**config.mk**
```make
export PLATFORM = sky130hd
export DESIGN_NAME = cfg_stream_loader
export DESIGN_NICKNAME = d
export VERILOG_FILES = /design/src/rtl/cfg_stream_pkg.sv /design/src/rtl/stream_bit_pacer.sv /design/src/rtl/stream_span_counter.sv /design/src/rtl/stream_token_timer.sv /design/src/rtl/stream_block_seq.sv /design/src/rtl/cfg_stream_loader.sv
export SDC_FILE = /design/constraint.sdc
export NUM_CORES = 1
export LEC_CHECK = 0
export CORE_MARGIN = 1.5
export CORE_UTILIZATION = 30
export CTS_CLUSTER_SIZE = 24
export DETAILED_ROUTE_END_ITERATION = 12
export DONT_BUFFER_PORTS = 1
export GPL_ROUTABILITY_DRIVEN = 0
export PLACE_DENSITY = 0.46
export SLEW_MARGIN = 0
export SYNTH_ARGS = -nofsm -noshare
export SYNTH_HDL_FRONTEND = slang
export SYNTH_SLANG_ARGS = --single-unit
```
**constraint.sdc**
```tcl
create_clock -name clk -period 2.5 [get_ports clk]
set_input_delay 0.5 -clock clk [delete_from_list [all_inputs] [get_ports clk]]
set_output_delay 0.5 -clock clk [all_outputs]
set_load 0.03 [all_outputs]
```
**src/rtl/cfg_stream_pkg.sv**
```systemverilog
// Shared types for the configuration streamer.
// Assumes: nothing beyond SystemVerilog 2017.
package cfg_stream_pkg;

    // Sequencer states; DONE and FAIL are resting states left only on start.
    typedef enum logic [2:0] {
        SEQ_IDLE = 3'd0,
        SEQ_REQ  = 3'd1,
        SEQ_WAIT = 3'd2,
        SEQ_DATA = 3'd3,
        SEQ_SKIP = 3'd4,
        SEQ_DONE = 3'd5,
        SEQ_FAIL = 3'd6
    } seq_state_t;

endpackage

```
**src/rtl/stream_bit_pacer.sv**
```systemverilog
// Bit-period generator. While run is high it cycles a phase counter over
// DIV system cycles: the card clock is high for phases 0..DIV-2, the
// configuration window for phases 1..DIV-2, and tick_end marks phase DIV-1.
// Assumes: DIV >= 3 so the configuration window is never empty.
module stream_bit_pacer #(
    parameter int DIV = 3
) (
    input  logic clk,
    input  logic rst_n,
    input  logic run,
    output logic card_hi,
    output logic cfg_win,
    output logic tick_end
);
    localparam int PH_W = (DIV > 1) ? $clog2(DIV) : 1;
    localparam logic [PH_W-1:0] PH_LAST = PH_W'(DIV - 1);
    localparam logic [PH_W-1:0] PH_HI   = PH_W'(DIV - 2);

    logic [PH_W-1:0] phase_q;

    // Phase counter: restarts at 0 whenever the pacer is stopped.
    always_ff @(posedge clk) begin
        if (!rst_n || !run)       phase_q <= '0;
        else if (phase_q == PH_LAST) phase_q <= '0;
        else                      phase_q <= phase_q + 1'b1;
    end

    // Clock shapes decoded from the phase.
    always_comb begin
        card_hi  = run && (phase_q <= PH_HI);
        cfg_win  = run && (phase_q != '0) && (phase_q <= PH_HI);
        tick_end = run && (phase_q == PH_LAST);
    end
endmodule

```
**src/rtl/stream_span_counter.sv**
```systemverilog
// Plain up-counter with synchronous clear, used for positions inside a
// block and inside the check-bit tail.
// Assumes: the caller clears it before the count can wrap.
module stream_span_counter #(
    parameter int W = 12
) (
    input  logic         clk,
    input  logic         rst_n,
    input  logic         clr,
    input  logic         inc,
    output logic [W-1:0] count
);
    // Count register.
    always_ff @(posedge clk) begin
        if (!rst_n || clr) count <= '0;
        else if (inc)      count <= count + 1'b1;
    end
endmodule

```
**src/rtl/stream_token_timer.sv**
```systemverilog
// Timeout for the start-token wait: counts cycles while armed and flags
// expiry in the LIMIT-th armed cycle.
// Assumes: LIMIT >= 2; disarming clears the count.
module stream_token_timer #(
    parameter int LIMIT = 4096
) (
    input  logic clk,
    input  logic rst_n,
    input  logic arm,
    output logic expired
);
    localparam int TW = $clog2(LIMIT);
    localparam logic [TW-1:0] T_LAST = TW'(LIMIT - 1);

    logic [TW-1:0] cnt_q;

    // Wait-cycle counter.
    always_ff @(posedge clk) begin
        if (!rst_n || !arm) cnt_q <= '0;
        else if (cnt_q != T_LAST) cnt_q <= cnt_q + 1'b1;
    end

    // Expiry flag.
    always_comb expired = arm && (cnt_q == T_LAST);
endmodule

```
**src/rtl/stream_block_seq.sv**
```systemverilog
// Block sequencer: requests blocks, waits for the start token, counts data
// bits within the block and across the image, skips the trailing check bits
// and stops at the image length.
// Assumes: tick_end comes from the pacer and marks the last cycle of a pulse;
// card_dat is stable during that cycle.
module stream_block_seq
    import cfg_stream_pkg::*;
#(
    parameter int BLK_BITS = 4096,
    parameter int CRC_BITS = 16,
    parameter int LEN_W    = 32,
    parameter int BLK_W    = 16
) (
    input  logic             clk,
    input  logic             rst_n,
    input  logic             start,
    input  logic [LEN_W-1:0] image_bits,
    input  logic             cmd_ready,
    input  logic             card_dat,
    input  logic             tick_end,
    input  logic             tmo_expired,
    output logic             cmd_valid,
    output logic [BLK_W-1:0] cmd_block,
    output logic             pace_run,
    output logic             cfg_en,
    output logic             tmo_arm,
    output logic             done,
    output logic             error
);
    localparam int BIT_CW = $clog2(BLK_BITS);
    localparam int CRC_CW = (CRC_BITS > 1) ? $clog2(CRC_BITS) : 1;
    localparam logic [BIT_CW-1:0] BIT_LAST = BIT_CW'(BLK_BITS - 1);
    localparam bit HAS_CRC = (CRC_BITS > 0);

    seq_state_t       state_q, state_d;
    logic [LEN_W-1:0] left_q;
    logic [BLK_W-1:0] blk_q;
    logic [BIT_CW-1:0] bit_pos;
    logic             start_ok, adv_blk, data_tick, skip_tick, crc_last;

    // Accept start only when no transfer is in flight.
    always_comb begin
        start_ok = start && (state_q == SEQ_IDLE || state_q == SEQ_DONE
                             || state_q == SEQ_FAIL);
        data_tick = (state_q == SEQ_DATA) && tick_end;
        skip_tick = (state_q == SEQ_SKIP) && tick_end;
    end

    // Position of the current bit inside the block.
    stream_span_counter #(.W(BIT_CW)) u_bitpos (
        .clk   (clk),
        .rst_n (rst_n),
        .clr   (state_q != SEQ_DATA),
        .inc   (data_tick),
        .count (bit_pos)
    );

    // Check-bit tail counter only exists when a tail is configured.
    generate
        if (HAS_CRC) begin : g_tail
            logic [CRC_CW-1:0] crc_pos;
            stream_span_counter #(.W(CRC_CW)) u_crcpos (
                .clk   (clk),
                .rst_n (rst_n),
                .clr   (state_q != SEQ_SKIP),
                .inc   (skip_tick),
                .count (crc_pos)
            );
            assign crc_last = (crc_pos == CRC_CW'(CRC_BITS - 1));
        end else begin : g_notail
            assign crc_last = 1'b1;
        end
    endgenerate

    // Next-state logic.
    always_comb begin
        state_d = state_q;
        adv_blk = 1'b0;
        case (state_q)
            SEQ_IDLE, SEQ_DONE, SEQ_FAIL: begin
                if (start_ok) state_d = (image_bits == '0) ? SEQ_DONE : SEQ_REQ;
            end
            SEQ_REQ: begin
                if (cmd_ready) state_d = SEQ_WAIT;
            end
            SEQ_WAIT: begin
                if (tick_end && !card_dat) state_d = SEQ_DATA;
                else if (tmo_expired)      state_d = SEQ_FAIL;
            end
            SEQ_DATA: begin
                if (data_tick) begin
                    if (left_q == LEN_W'(1)) state_d = SEQ_DONE;
                    else if (bit_pos == BIT_LAST) begin
                        if (HAS_CRC) state_d = SEQ_SKIP;
                        else begin
                            state_d = SEQ_REQ;
                            adv_blk = 1'b1;
                        end
                    end
                end
            end
            SEQ_SKIP: begin
                if (skip_tick && crc_last) begin
                    state_d = SEQ_REQ;
                    adv_blk = 1'b1;
                end
            end
            default: state_d = SEQ_IDLE;
        endcase
    end

    // State, remaining length and block index registers.
    always_ff @(posedge clk) begin
        if (!rst_n) begin
            state_q <= SEQ_IDLE;
            left_q  <= '0;
            blk_q   <= '0;
        end else begin
            state_q <= state_d;
            if (start_ok)       left_q <= image_bits;
            else if (data_tick) left_q <= left_q - 1'b1;
            if (start_ok)     blk_q <= '0;
            else if (adv_blk) blk_q <= blk_q + 1'b1;
        end
    end

    // Output decode.
    always_comb begin
        cmd_valid = (state_q == SEQ_REQ);
        cmd_block = blk_q;
        pace_run  = (state_q == SEQ_WAIT) || (state_q == SEQ_DATA)
                    || (state_q == SEQ_SKIP);
        cfg_en    = (state_q == SEQ_DATA);
        tmo_arm   = (state_q == SEQ_WAIT);
        done      = (state_q == SEQ_DONE);
        error     = (state_q == SEQ_FAIL);
    end
endmodule

```
**src/rtl/cfg_stream_loader.sv**
```systemverilog
// Top level: streams an image from a block-read storage card to a serial
// configuration port by generating only the two clocks. The card data line
// feeds the configuration data pin outside this block.
// Assumes: DIV >= 3; the card presents a new bit after each card-clock rise.
module cfg_stream_loader #(
    parameter int BLK_BITS       = 4096,
    parameter int CRC_BITS       = 16,
    parameter int DIV            = 3,
    parameter int TOKEN_WAIT_CYC = 4096,
    parameter int LEN_W          = 32,
    parameter int BLK_W          = 16
) (
    input  logic             clk,
    input  logic             rst_n,
    input  logic             start,
    input  logic [LEN_W-1:0] image_bits,
    output logic             cmd_valid,
    output logic [BLK_W-1:0] cmd_block,
    input  logic             cmd_ready,
    input  logic             card_dat,
    output logic             card_clk,
    output logic             cfg_clk,
    output logic             done,
    output logic             error
);
    logic pace_run, cfg_en, tmo_arm, tmo_expired;
    logic card_hi, cfg_win, tick_end;

    stream_bit_pacer #(.DIV(DIV)) u_pacer (
        .clk      (clk),
        .rst_n    (rst_n),
        .run      (pace_run),
        .card_hi  (card_hi),
        .cfg_win  (cfg_win),
        .tick_end (tick_end)
    );

    stream_token_timer #(.LIMIT(TOKEN_WAIT_CYC)) u_timer (
        .clk     (clk),
        .rst_n   (rst_n),
        .arm     (tmo_arm),
        .expired (tmo_expired)
    );

    stream_block_seq #(
        .BLK_BITS (BLK_BITS),
        .CRC_BITS (CRC_BITS),
        .LEN_W    (LEN_W),
        .BLK_W    (BLK_W)
    ) u_seq (
        .clk         (clk),
        .rst_n       (rst_n),
        .start       (start),
        .image_bits  (image_bits),
        .cmd_ready   (cmd_ready),
        .card_dat    (card_dat),
        .tick_end    (tick_end),
        .tmo_expired (tmo_expired),
        .cmd_valid   (cmd_valid),
        .cmd_block   (cmd_block),
        .pace_run    (pace_run),
        .cfg_en      (cfg_en),
        .tmo_arm     (tmo_arm),
        .done        (done),
        .error       (error)
    );

    // Clock outputs: configuration pulses only while data bits flow.
    always_comb begin
        card_clk = card_hi;
        cfg_clk  = cfg_win && cfg_en;
    end
endmodule

```
==> results.cfg, run 1 <==
[timing]
final_max_slew_viol_count = 0
min_period_ps = 2319
final_min_period_over_clock_period_pct = 92.76
max_clock_freq_mhz = 431.2
finalSetupViolCount = 0
worst_clock_skew_ps = 9.130
rsz_0062_raised_after_global_routing = false
relSlewSlack_pct = 52.28
totalNegativeSetupSlack_ps = 0
worst_hold_slack_ps = 297.5
timing_worst_slew_pin_value_ps = 714.8
hold_viol_final = 0

[clocking]
clk_latency_ps = 350
tritoncts = yes
clk_transition_reported_paths_ps = 60
maximum_level_of_the_cts_h_tree = 3
clockRootBuffer = clkbuf_16
cts.path.max_buffers = 2
cts_inserted_buffers = 9
clock-sinks = 81

[detailed_routing]
drc = 0
drt_pre_antenna_iters = 4
post_drt_wl_per_cell_um = 15.87
route.vias.total = 3779
routed_wl_um = 11190
routed_via_density = 5.360
route.antenna.remaining_nets = 0
detailedRoute.firstIterationViolations = 271

[synth]
synth.distinct_cells = 59
synth_sequential_area_ratio_pct = 38.51
mappedNetlistNets = 555
post-synth-top-area-cell = dfxtp_1
synth_seq_cells = 81
synth.cell_area_sq_mm = 0.004210
synth_edf_count = 0
synth-main-ff-cell = dfxtp_1
synth_area_leaders = dfxtp_1 (39%), nor2_1 (7.0%), xor2_1 (5.8%), a21oi_1 (5.1%), nand2_1 (4.0%)
fraction_of_registers_with_async_set_or_reset_after_synthesis_pct = 0
yosysWarningCount = 0
synth_top_cell_area_share_pct = 38.51
ys_top_cells_by_count = dfxtp_1 (81), nor2_1 (79), nand2_1 (45)
yosys.cell_count.top_type = dfxtp_1
synthCells = 509
syn-mean-instance-area_sq_um = 8.272

[die]
fp.dieArea_sq_mm = 0.01475
fp.dieW_um = 121.5
fp.coreArea_sq_mm = 0.01377
floorplan.initialDensity_pct = 30.57
number_of_primary_i_o_pins = 58
core.rowCount = 43
die_height_um = 121.5

[global_routing]
grt_pass1_wl_um = 18290
grt_antenna_before_repair = 0
m1_gr_usage_pct = 20.92
grt_util_all_layers_pct = 15.67
via_count_of_the_first_global_routing_pass = 3603
globalRouteMet2Util_pct = 24.72
grt.met3_usage_pct = 3.102
grt.overflow.total = 0
grt_max_degree = 38
busiest_layer = met2

[worst_setup_path]
worst_r2r_startpoint = u_seq.left_q[16]
r2r_slack_ps = 210
timing.critical_path.required_ps = 2000
cp-startpoint = u_seq.state_q[1]
critical_path_peak_fanout = 7
critical_path.startpoint_type = register
worst_ep_arrival_time_ps = 1820
worst_setup_path_end_kind = output port
critical_path_class = register to output port
worst_r2r_path_depth = 6
critical_path.reg2reg.endpoint = u_seq.state_q[0]

[finish]
nNetsFinal = 566
insertedDiodeCount = 0
drive_gt1_share_pct = 11.05
area_growth_pct = 14.18
fillerInstances = 1491

[pwr]
ir_worst_vdd_mv = 0.3980
leakage_uw = 0.001629
power_density_mw_per_mm2 = 942.4

[min_path]
min_from = rst_n
min-delay-path-class = input pin to register
hold_path_end = u_seq.state_q[2]
hold-path-cell-count = 1

[job]
max-cap-violations = 0

[outcome]
run_status = finished, final reports clean

[placed_design]
dp.final_hpwl_um = 7969
io_buffer_count = 0
worst max-delay path: stages (launching register included):
cell and delay (ps):
dfxtp_1 360, buf_4 180, nor3b_1 270, a21oi_1 130, a21oi_1 170, nor3b_2 180
buf_4 180
sequential cells by signal (all words and copies together), names as in the netlist:
register                     cells
u_pacer.phase_q                  2
u_seq.cmd_block                 16
u_seq.g_tail.u_crcpos.count      4
u_seq.left_q                    32
u_seq.state_q                    3
u_seq.u_bitpos.count            12
u_timer.cnt_q                   12
how the worst max path moves through the flow:
| stage | end | slack (ps) | depth (start not counted) |
|---|---|---|---|
| detailed placement | u_seq.state_q[0] | 200 | 8 |
| finish | cfg_clk | 180 | 6 |
| global placement | u_seq.left_q[14] | 250 | 7 |
| floorplan | cfg_clk | 70 | 5 |
| CTS | cfg_clk | 110 | 5 |
| global route | cfg_clk | 10 | 6 |
report_power, final:
group          internal, uW  switching [uW]  total, uW
combinational           594             938       1530
clock                   774             565       1340
sequential             1450             211       1660
layout by cell type (no fill, tap or decap), drive strengths merged, types with 5 or more instances in the layout:
cell type and count:
clkbuf 9, nor2 79, buf 23, nand4 15
clkinv 6, and2 5, xor2 28, inv 11
nor4 20, and3 5, a21oi 43, xnor2 13
nand2 45, ha 9, a31oi 7, o211ai 6
or3 13, a22oi 7, nor3 11, dfxtp 81
o21ai 11, nand3 21
area by class of cell:
class                      instances  area, sq um  area share [%]
clock inverter                     7        71.32           1.484
inverter                          11        41.29          0.8589
clock buffer                       9        225.2           4.685
tap                              180        225.2           4.685
sequential                        81         1623           33.76
timing repair buffer              23        172.7           3.592
multi-input combinational        394         2449           50.94
what timing repair did:
item | in CTS | in global routing
hold buffers | 0 | 0
endpoints found under the setup margin | 0 | 2
buffers inserted | 0 | 0
resized for setup | 0 | 2
hold endpoints to repair | 0 | 0
metrics by stage:
stage / cells / total power, uW / utilization (%) / cell area [sq um] / setup WS [ps]
floorplan: 509 / 2763 / - / 4215 / 65.55
detailed placement: 689 / 3199 / 32.72 / 4507 / 199.0
CTS: 705 / 4552 / 34.87 / 4803 / 114.8
finish: 705 / 4530 / 34.90 / 4807 / 181.1
global placement: 689 / 3172 / 32.72 / 4507 / 250.8
global route: 705 / 4798 / 34.90 / 4807 / 14.20
logic make-up after synthesis:
family | after synthesis | share of synthesized area, %
and+or+nand+nor | 239 | 30.37
AOI/OAI and AO/OA | 100 | 15.19
DFF | 81 | 38.51
xor gates and xnor gates | 41 | 8.529
buffers and inverters | 34 | 3.506
adders and majority gates | 9 | 2.675
muxes | 5 | 1.218
per-layer routing:
| metal | vias up | wire, um |
|---|---|---|
| li1 | 1870 | - |
| met1 | 1804 | 5364 |
| met2 | 91 | 5095 |
| met3 | 14 | 549 |
| met4 | 0 | 179 |
| met5 | - | 0 |
Power figures use the tool's default switching activity.
==> run 2: changes to the inputs <==
Settings changed: CORE_UTILIZATION 30 to 29, PLACE_DENSITY 0.46 to 0.45.
==> results.cfg, run 2 (synthesized netlist as in run 1, its figures left out) <==
[outcome]
run_status = finished, final reports clean

[placed_design]
dp.final_hpwl_um = 8166
dpl-instance-area_sq_mm = 0.004507
io_buffer_count = 0
placed_cells = 689
dp_slack_ps = 190.4

[finish]
drive_gt1_share_pct = 11.07
most-common-layout-cells = dfxtp_1 (80), nor2_1 (79), nand2_1 (45)
largest-register = u_seq.left_q
largest_register_ffs = 32
most_common_cell_after_layout_fill_and_taps_aside = dfxtp_1
insertedDiodeCount = 0
seq_area_sq_mm = 0.001623
nNetsFinal = 566
area_growth_pct = 14.26
fillerInstances = 1454
finalNonFillerCells = 704
post-route-cell-area_sq_mm = 0.004811
combined_area_of_the_multi_input_logic_cells_sq_mm = 0.002454

[detailed_routing]
drc = 0
dr_wl_met3_um = 669
route.vias.total = 3760
post_drt_wl_per_cell_um = 16.06
top_layer = met4
routed_via_density = 5.341
drt_pre_antenna_iters = 5
routed_wl_um = 11300
detailedRoute.firstIterationViolations = 223
route.layer.met1.wl_um = 5266
met2WireLength_um = 5235
route.antenna.remaining_nets = 0

[pwr]
power_density_mw_per_mm2 = 937.1
ir_worst_vdd_mv = 0.5452
leakage_uw = 0.001628

[clocking]
post-cts-setup-buffers = 0
maximum_level_of_the_cts_h_tree = 3
cts_inserted_buffers = 9
cts.path.max_buffers = 2
tritoncts = yes
clockRootBuffer = clkbuf_16
clk_transition_reported_paths_ps = 60
clk_latency_ps = 340
clock-sinks = 81

[worst_setup_path]
critical_path_class = register to register
critical_path.startpoint_type = register
worst_r2r_startpoint = u_seq.left_q[12]
worst_r2r_path_depth = 6
critical_path.reg2reg.endpoint = u_seq.left_q[30]
worst_setup_path_end_kind = register
worst_ep_arrival_time_ps = 2530
r2r_slack_ps = 170
timing.critical_path.required_ps = 2700
critical_path_peak_fanout = 10

[die]
number_of_primary_i_o_pins = 58
fp.coreArea_sq_mm = 0.01404
fp.dieArea_sq_mm = 0.01525
die_height_um = 123.5
floorplan.initialDensity_pct = 29.98
core.rowCount = 43
fp.dieW_um = 123.5

[timing]
finalSetupViolCount = 0
worst_clock_skew_ps = 6.862
final.setup.worst_slack_ps = 173.9
hold_viol_final = 0
totalNegativeSetupSlack_ps = 0
max_clock_freq_mhz = 429.9
rsz_0062_raised_after_global_routing = false
timing_worst_slew_pin_value_ps = 739.1
final_max_slew_viol_count = 0
relSlewSlack_pct = 50.55
final_min_period_over_clock_period_pct = 93.04
min_period_ps = 2326

[global_routing]
grt.overflow.total = 0
grt_max_degree = 38
grt_util_all_layers_pct = 15.71
grt_antenna_before_repair = 0
grt_pass1_wl_um = 18570
via_count_of_the_first_global_routing_pass = 3709

[min_path]
min_from = rst_n
min-delay-path-class = input pin to register
hold_path_end = u_seq.state_q[2]
hold-path-cell-count = 1

[job]
max-cap-violations = 0
[run 2: cell count changes in the layout (fill, tap and decap cells not counted), sizes merged]
cell,previous run,this run
clkinv,6,3
clkbuf,9,10
clkinvlp,0,1
[run 2: routing by layer]
| metal | vias up | GRT usage, % |
|---|---|---|
| met5 | - | 0 |
| met4 | 0 | 4.239 |
| met3 | 9 | 5.166 |
| met2 | 95 | 25.52 |
| met1 | 1795 | 19.98 |
| li1 | 1861 | - |
[run 2: timing repair]
action,CTS,global route
endpoints found under the setup margin,0,2
hold buffers,0,0
gates resized for setup,0,3
[run 2: cell type report]
class,count,area share (%)
multi-input cells,394,51.00
flip-flops and latches,81,33.73
well taps,180,4.681
repair buffers,23,3.589
clock buffers,10,4.967
clock inverters,5,1.170
inverters,11,0.8583
[run 2: through the flow]
step / hold WS (ps) / utilization (%) / total power (uW)
6_report: 291.4 / 34.26 / 4508
5_1_grt: 281.0 / 34.26 / 4792
4_1_cts: 285.8 / 34.20 / 4544
3_5_place_dp: 454.0 / 32.09 / 3192
3_3_place_gp: 443.5 / 32.09 / 3178
2_1_floorplan: 430.7 / - / 2763
[run 2: critical path: stages, from the launching register on]
cell,delay [ps]
dfxtp_1,380
nor4_4,460
nand4_4,250
nor4_1,410
mux2_1,360
a222oi_1,270
nor2_1,70
[run 2: where the power goes]
group / switching, uW / internal, uW / total (uW)
clock: 542 / 793 / 1330
sequential: 196 / 1450 / 1650
combinational: 947 / 581 / 1530
total: 1680 / 2820 / 4510
[run 2: how the worst max path moves through the flow]
stage                             endpoint        startpoint  slack (ps)
after floorplan                    cfg_clk  u_seq.state_q[0]          70
after global placement    u_seq.left_q[30]  u_seq.left_q[12]         260
after detailed placement  u_seq.left_q[30]  u_seq.left_q[12]         190
after CTS                          cfg_clk  u_seq.state_q[2]          50
after global routing      u_seq.left_q[30]  u_seq.left_q[12]           1
final                     u_seq.left_q[30]  u_seq.left_q[12]         170
==> run 3: changes to the inputs <==
Settings changed: CORE_UTILIZATION 29 to 60, PLACE_DENSITY 0.45 to 0.78.
==> results.cfg, run 3 (synthesized netlist as in run 1, its figures left out) <==
[outcome]
run_status = finished, final reports clean

[timing]
worst_clock_skew_ps = 13.34
worst_hold_slack_ps = 277.1
timing_worst_slew_pin_value_ps = 660.4
relSlewSlack_pct = 55.91
rsz_0062_raised_after_global_routing = false
finalSetupViolCount = 0
final_min_period_over_clock_period_pct = 94.20
hold_viol_final = 0
min_period_ps = 2355
max_clock_freq_mhz = 424.6
totalNegativeSetupSlack_ps = 0
final_max_slew_viol_count = 0

[worst_setup_path]
cp_top_family = flip-flops
worstPathCellList = nor3b_1 -> a21oi_1 -> a21oi_1 -> nor3b_2 -> buf_4
worstPathBufferInverterCount = 1
worst_setup_path_end_kind = output port
worst_r2r_startpoint = u_pacer.phase_q[0]
worst_ep_arrival_time_ps = 1860
critical_path.reg2reg.endpoint = u_seq.state_q[0]
crit_top_cell = a21oi_1
worst_r2r_path_depth = 7
r2r_slack_ps = 210
critical_path_class = register to output port
cp_slowest_cell = dfxtp_1
critical_path_peak_fanout = 12
path_depth = 5
critical_path.startpoint_type = register
cp-startpoint = u_seq.state_q[2]
timing.critical_path.required_ps = 2000
critical-path-max-stage-delay_ps = 550

[finish]
insertedDiodeCount = 0
largest_register_ffs = 32
drive_gt1_share_pct = 9.827
area_growth_pct = 8.440
nNetsFinal = 560
most-common-layout-cells = dfxtp_1 (81), nor2_1 (79), nand2_1 (45)
post-route-cell-area_sq_mm = 0.004566
largest-register = u_seq.left_q
finalNonFillerCells = 615
most_common_cell_after_layout_fill_and_taps_aside = dfxtp_1

[min_path]
hold_path_end = u_seq.state_q[2]
min-delay-path-class = input pin to register
min_from = rst_n
hold-path-cell-count = 1

[die]
number_of_primary_i_o_pins = 58
die_height_um = 86.77
fp.dieArea_sq_mm = 0.007529
fp.coreArea_sq_mm = 0.006794
floorplan.initialDensity_pct = 61.97
core.rowCount = 30
fp.dieW_um = 86.77

[detailed_routing]
post_drt_wl_per_cell_um = 15.77
routed_wl_um = 9700
routed_via_density = 6.153
drt_pre_antenna_iters = 5
route.antenna.remaining_nets = 0
detailedRoute.firstIterationViolations = 242
route.vias.total = 3784
drc = 0

[clocking]
maximum_level_of_the_cts_h_tree = 3
tritoncts = yes
cts.path.max_buffers = 2
clock-sinks = 81
clockRootBuffer = clkbuf_8
cts_inserted_buffers = 9
post-cts-setup-buffers = 0
clk_transition_reported_paths_ps = 90
cts_hold_repair.buffers = 0
clk_latency_ps = 370

[pwr]
power.share.switching_pct = 39.72
ir_worst_vdd_mv = 0.4871
total_switching_power_uw = 1637
power.total_uw = 4121
power.internal_uw = 2484
p_clk_share_pct = 24.7
power_density_mw_per_mm2 = 902.6
leakage_uw = 0.001553
seq_power_share_pct = 40.0
pwr-share-comb_pct = 35.2

[placed_design]
dp.final_hpwl_um = 7078
placed_cells = 599
io_buffer_count = 0
dpl-instance-area_sq_mm = 0.004357

[global_routing]
grt_antenna_before_repair = 0
grt_max_degree = 38
grt.overflow.total = 0
grt_util_all_layers_pct = 27.01
grt_pass1_wl_um = 16040
via_count_of_the_first_global_routing_pass = 3525

[job]
max-cap-violations = 0
## run 3: cell count changes in the layout (fill, tap and decap cells not counted), moves of 2 or more
cell       before  now
clkinv_2        2    0
buf_4          23   17
inv_6           0    3
clkbuf_8        1    9
clkbuf_16       9    0
## run 3: layout make-up
| cell class | count | area, sq um |
|---|---|---|
| sequential | 81 | 1622 |
| fill | 586 | 2228 |
| inverter | 11 | 41.29 |
| clock inverter | 7 | 83.83 |
| tap | 96 | 120.1 |
| clock buffer | 9 | 123.9 |
| timing repair buffer | 17 | 127.6 |
| multi-input combinational | 394 | 2447 |
## run 3: power by group through the flow
stage | Combinational, uW | Clock [uW] | Sequential, uW
global placement | 1400 | 0 | 1670
CTS | 1440 | 1030 | 1640
global route | 1600 | 1090 | 1670
detailed placement | 1430 | 0 | 1670
finish | 1450 | 1020 | 1650
floorplan | 1160 | 0 | 1600
## run 3: worst register-to-register path: cells and delay by family, from the launching register on
family | cells | cell delay [ps]
buf+inv | 1 | 90
simple gates | 3 | 910
flops | 1 | 340
fa+ha+maj | 1 | 380
compound gates | 2 | 480
## run 3: routing by layer
layer	vias up	wire, um	track usage [%]
li1	1851	-	-
met1	1792	4270	35.26
met2	128	4599	43.68
met3	13	667	6.190
met4	0	163	9.971
met5	-	0	0
## run 3: how the worst max path moves through the flow
| stage | to | slack [ps] |
|---|---|---|
| finish | cfg_clk | 140 |
| global route | u_seq.left_q[14] | 10 |
| CTS | cfg_clk | 130 |
| detailed placement | u_seq.left_q[17] | 210 |
| global placement | u_seq.state_q[0] | 300 |
| floorplan | cfg_clk | 70 |
## run 3: timing repair
| action | CTS | global route |
|---|---|---|
| endpoints found under the hold margin | 0 | 0 |
| gates resized for setup | 0 | 1 |
| setup endpoints to repair | 0 | 5 |
## run 3: per-stage QoR
| step | setup slack [ps] | util, % |
|---|---|---|
| floorplan | 65.55 | - |
| global placement | 300.4 | 64.13 |
| detailed placement | 210.2 | 64.13 |
| CTS | 125.5 | 67.18 |
| global route | 12.86 | 67.20 |
| finish | 144.9 | 67.20 |
